==> src/rtl/ser_pkg.sv <==
package ser_pkg;
  localparam int unsigned PIX_W_DEF    = 10;
  localparam int unsigned NARROW_W_DEF = 8;
  localparam int unsigned PKT_BITS_DEF = 12;

  typedef enum logic {
    MODE_NARROW = 1'b0,
    MODE_WIDE   = 1'b1
  } ser_mode_e;
endpackage

==> src/rtl/ser_pack.sv <==
module ser_pack
  import ser_pkg::*;
#(
  parameter int unsigned PIX_W    = PIX_W_DEF,
  parameter int unsigned NARROW_W = NARROW_W_DEF,
  parameter int unsigned PKT_BITS = PKT_BITS_DEF
) (
  input  logic [PIX_W-1:0]    pix,
  input  logic                lv,
  input  logic                fv,
  input  ser_mode_e           mode,
  output logic [PKT_BITS-1:0] pkt
);
  // Position 0 goes out first: start, payload LSB first, stop last.
  function automatic logic [PKT_BITS-1:0] build_packet(
    input logic [PIX_W-1:0] p,
    input logic             l,
    input logic             f,
    input ser_mode_e        m
  );
    logic [PKT_BITS-1:0] v;
    v = '0;
    v[0] = 1'b1;
    if (m == MODE_WIDE) begin
      v[PIX_W:1] = p;
    end else begin
      v[NARROW_W:1]   = p[PIX_W-1 -: NARROW_W];
      v[NARROW_W + 1] = l;
      v[NARROW_W + 2] = f;
    end
    v[PKT_BITS-1] = 1'b0;
    return v;
  endfunction

  assign pkt = build_packet(pix, lv, fv, mode);
endmodule

==> src/rtl/ser_bitcnt.sv <==
module ser_bitcnt
  import ser_pkg::*;
#(
  parameter int unsigned PKT_BITS = PKT_BITS_DEF,
  localparam int unsigned CNT_W   = $clog2(PKT_BITS + 1)
) (
  input  logic             clk,
  input  logic             rst_n,
  input  logic             load,
  output logic [CNT_W-1:0] bit_idx
);
  localparam logic [CNT_W-1:0] IDLE = CNT_W'(PKT_BITS);

  always_ff @(posedge clk) begin
    if (!rst_n)              bit_idx <= IDLE;
    else if (load)           bit_idx <= '0;
    else if (bit_idx != IDLE) bit_idx <= bit_idx + 1'b1;
  end
endmodule

==> src/rtl/ser_shift.sv <==
module ser_shift
  import ser_pkg::*;
#(
  parameter int unsigned PKT_BITS = PKT_BITS_DEF
) (
  input  logic                clk,
  input  logic                rst_n,
  input  logic                load,
  input  logic [PKT_BITS-1:0] pkt,
  output logic                ser_out
);
  logic [PKT_BITS-1:0] sh;

  always_ff @(posedge clk) begin
    if (!rst_n)    sh <= '0;
    else if (load) sh <= pkt;
    else           sh <= {1'b0, sh[PKT_BITS-1:1]};
  end

  assign ser_out = sh[0];
endmodule

==> src/rtl/ser_top.sv <==
module ser_top
  import ser_pkg::*;
#(
  parameter int unsigned PIX_W    = PIX_W_DEF,
  parameter int unsigned NARROW_W = NARROW_W_DEF,
  parameter int unsigned PKT_BITS = PKT_BITS_DEF,
  localparam int unsigned CNT_W   = $clog2(PKT_BITS + 1)
) (
  input  logic             clk,
  input  logic             rst_n,
  input  logic             pix_tick,
  input  logic [PIX_W-1:0] pix_data,
  input  logic             line_valid,
  input  logic             frame_valid,
  input  logic             mode_10b,
  output logic             ser_out
);
  logic [PKT_BITS-1:0] pkt;
  logic [CNT_W-1:0]    bit_idx;  // position now on ser_out; PKT_BITS = idle
  ser_mode_e           mode;

  assign mode = ser_mode_e'(mode_10b);

  ser_pack #(.PIX_W(PIX_W), .NARROW_W(NARROW_W), .PKT_BITS(PKT_BITS)) u_pack (
    .pix (pix_data),
    .lv  (line_valid),
    .fv  (frame_valid),
    .mode(mode),
    .pkt (pkt)
  );

  ser_bitcnt #(.PKT_BITS(PKT_BITS)) u_cnt (
    .clk    (clk),
    .rst_n  (rst_n),
    .load   (pix_tick),
    .bit_idx(bit_idx)
  );

  ser_shift #(.PKT_BITS(PKT_BITS)) u_shift (
    .clk    (clk),
    .rst_n  (rst_n),
    .load   (pix_tick),
    .pkt    (pkt),
    .ser_out(ser_out)
  );
endmodule

==> config.mk <==
export PLATFORM = sky130hd
export DESIGN_NAME = ser_top
export DESIGN_NICKNAME = d
export VERILOG_FILES = /design/src/rtl/ser_pkg.sv /design/src/rtl/ser_pack.sv /design/src/rtl/ser_bitcnt.sv /design/src/rtl/ser_shift.sv /design/src/rtl/ser_top.sv
export SDC_FILE = /design/constraint.sdc
export NUM_CORES = 1
export LEC_CHECK = 0
export BUFFER_PORTS_ARGS = -buffer_cell sky130_fd_sc_hd__buf_4
export CAP_MARGIN = 10
export CORE_AREA = 2 2 39 41
export DETAILED_ROUTE_END_ITERATION = 10
export DIE_AREA = 0 0 41 43
export PLACE_DENSITY = 0.73
export SKIP_CTS_REPAIR_TIMING = 1
export SLEW_MARGIN = 0
export SYNTH_ARGS = -nofsm -noshare
export SYNTH_HDL_FRONTEND = slang
export SYNTH_HIERARCHICAL = 1
export SYNTH_SLANG_ARGS = --single-unit
==> constraint.sdc <==
create_clock -name clk -period 0.95 [get_ports clk]
set_input_delay 0 -clock clk [delete_from_list [all_inputs] [get_ports clk]]
set_output_delay 0 -clock clk [all_outputs]
set_load 0.03 [all_outputs]
==> impl_metrics.tcl <==
set metrics [dict create \
    critPathTopFamily "flip-flops" \
    cts_max_level 1 \
    synth.distinct_cells 9 \
    setup_tns_ps 0 \
    n_antenna_cell 0 \
    critical_path_class "flop to output pin" \
    clkPwrFrac 0.347 \
    largest_reg_flops 12 \
    cp-end-kind "output pin" \
    finalClockSkew_ps 0.324 \
    cap_violations 0 \
    grt_setup_unrepaired "false" \
    drc 0 \
    yosysWarningCount 6 \
    start_util 0.452 \
    layout-drive-gt1-share 0.463 \
    crit_path_top_delay_cell "dfxtp_1" \
    synth_cells 52 \
    yosysSeqAreaShare 0.384 \
    seq_power_share 0.477 \
    grt_pass1_vias 382 \
    outcome "finished clean" \
    std_cell_rows 14 \
    synth_top_area_share 0.384 \
    cts-root-buf "clkbuf_4" \
    netlist_area_um2 626 \
    cts_buffers 3 \
    place_congestion 0.674 \
    setup_viol 0 \
    cts_tree "done" \
    crit_arrival_ps 720 \
    io_buffer_count 16 \
    die_x_um 41 \
    clk-insertion-delay-late_ps 260 \
    viasPerCell 4.61 \
    die_h_um 43 \
    fin_crit_sh 0.757 \
    internal_power_uw 898 \
    grt_pass1_wl_mm 1.57 \
    grt-ovfl-total 0 \
    grt_max_degree 13 \
    num-nets-final 84 \
    critical-path-max-stage-delay_ps 310 \
    clkTransAtPathRegs_ps 70 \
    detailedRoute.firstIterationViolations 5 \
    cp.required_ps 950 \
    combPwrFrac 0.177 \
    layout_setup_ws_ps 230 \
    crit_path_cell_trace "buf_4" \
    hold_viol_final 0 \
    antenna_found_initial 0 \
    yosys.area.top_type "dfxtp_1" \
    netSwitchingFraction 0.212 \
    vias 383 \
    switchingPower_uw 242 \
    slew_violations 0 \
    postRouteWirelength_um 903 \
    cts_buffer_depth 2 \
    wl_per_cell_um 10.9 \
    synth_seq_cells 12 \
    reg.largest.list "u_shift/sh x12" \
    synth_nets 68 \
    drt_pass1_iterations 2 \
    place_ws_ps 106 \
    syn_avg_cell_area_um2 12.0 \
    min_period_ps 720 \
    nFillCells 118 \
    worst-path-buf-inv 1 \
    powerDensity_nw_per_um2 1500 \
    vdd_drop_max_v 0.000840 \
    path_max_fanout 1 \
    start_kind "flop" \
    track_usage 0.136 \
    cts_sinks 12 \
    min_path_type "primary input to flop" \
    drtAntennaViolNets 0 \
    p_leak_uw 0.000375 \
    coreArea_um2 1380 \
    fp.dieArea_um2 1760 \
    ioPinCount 17 \
    syn_to_final_growth_pct 21.6 \
    largest_register "u_shift/sh" \
    ys_top_cells_by_area "dfxtp_1 (38%), mux2_4 (24%), mux2i_1 (18%), nor2b_1 (11%), buf_6 (3.6%)" \
    fmax_ghz 1.39 \
]
-- Yosys cell counts --
master	count
mux2_4	10
nor2b_1	11
clkbuf_1	1
buf_6	2
dfxtp_1	12
mux2i_1	11
conb_1	2
and3_2	1
buf_4	2
-- cells by family after synthesis --
family	count (synthesis)	synth area share
other	2	0.0120
flip-flops	12	0.384
multiplexers	21	0.416
AND/OR/NAND/NOR	12	0.122
buffers and inverters	5	0.0660
-- metrics by stage --
step	hold WS (ps)	util	std cells	instance area (um^2)	power (uW)
3_5_place_dp	311	0.524	79	724	759
3_3_place_gp	308	0.524	79	724	757
6_report	27.8	0.550	83	761	1140
5_1_grt	39.0	0.550	83	761	1210
2_1_floorplan	128	-	52	626	700
4_1_cts	27.2	0.550	83	761	1160
-- layer usage --
layer  routed length [um]  vias to the layer above  share of wire  GRT usage
li1                     -                      200              -          -
met1                  428                      167           0.47      0.189
met2                  399                       16           0.44      0.184
met3                   76                        0          0.084     0.0314
met4                    0                        0              0     0.0800
met5                    0                        -              0          0
-- area by class of cell --
type	count	area, um^2	share of cell area
multi-input cells	35	344	0.452
flip-flops and latches	12	240	0.316
clock buffers	4	36.3	0.0477
repair buffers	16	120	0.158
well taps	16	20.0	0.0263
-- power by group through the flow --
stage / logic, uW / registers [uW] / clock network [uW]
after CTS: 205 / 544 / 410
after floorplan: 142 / 558 / 0
after global placement: 202 / 555 / 0
final: 202 / 543 / 395
after global routing: 223 / 547 / 438
after detailed placement: 204 / 555 / 0
-- path summary, 6_finish.rpt --
kind | start | end | slack (ps) | cells past startpoint
worst max-delay path | u_shift/sh[0] | ser_out | 230 | 1
worst min-delay path | rst_n | u_shift/sh[0] | 30 | 2
worst max register to register | u_shift/sh[8] | u_shift/sh[7] | 350 | 2
worst min register to register | u_shift/sh[1] | u_shift/sh[0] | 480 | 2
-- cells in the final DEF (no fill, tap or decap) --
cell type / count
and3_2: 1
buf_4: 16
clkbuf_4: 3
clkbuf_8: 1
conb_1: 2
dfxtp_1: 12
mux2_4: 10
mux2i_1: 11
nor2b_1: 11
Power figures use the tool's default switching activity.
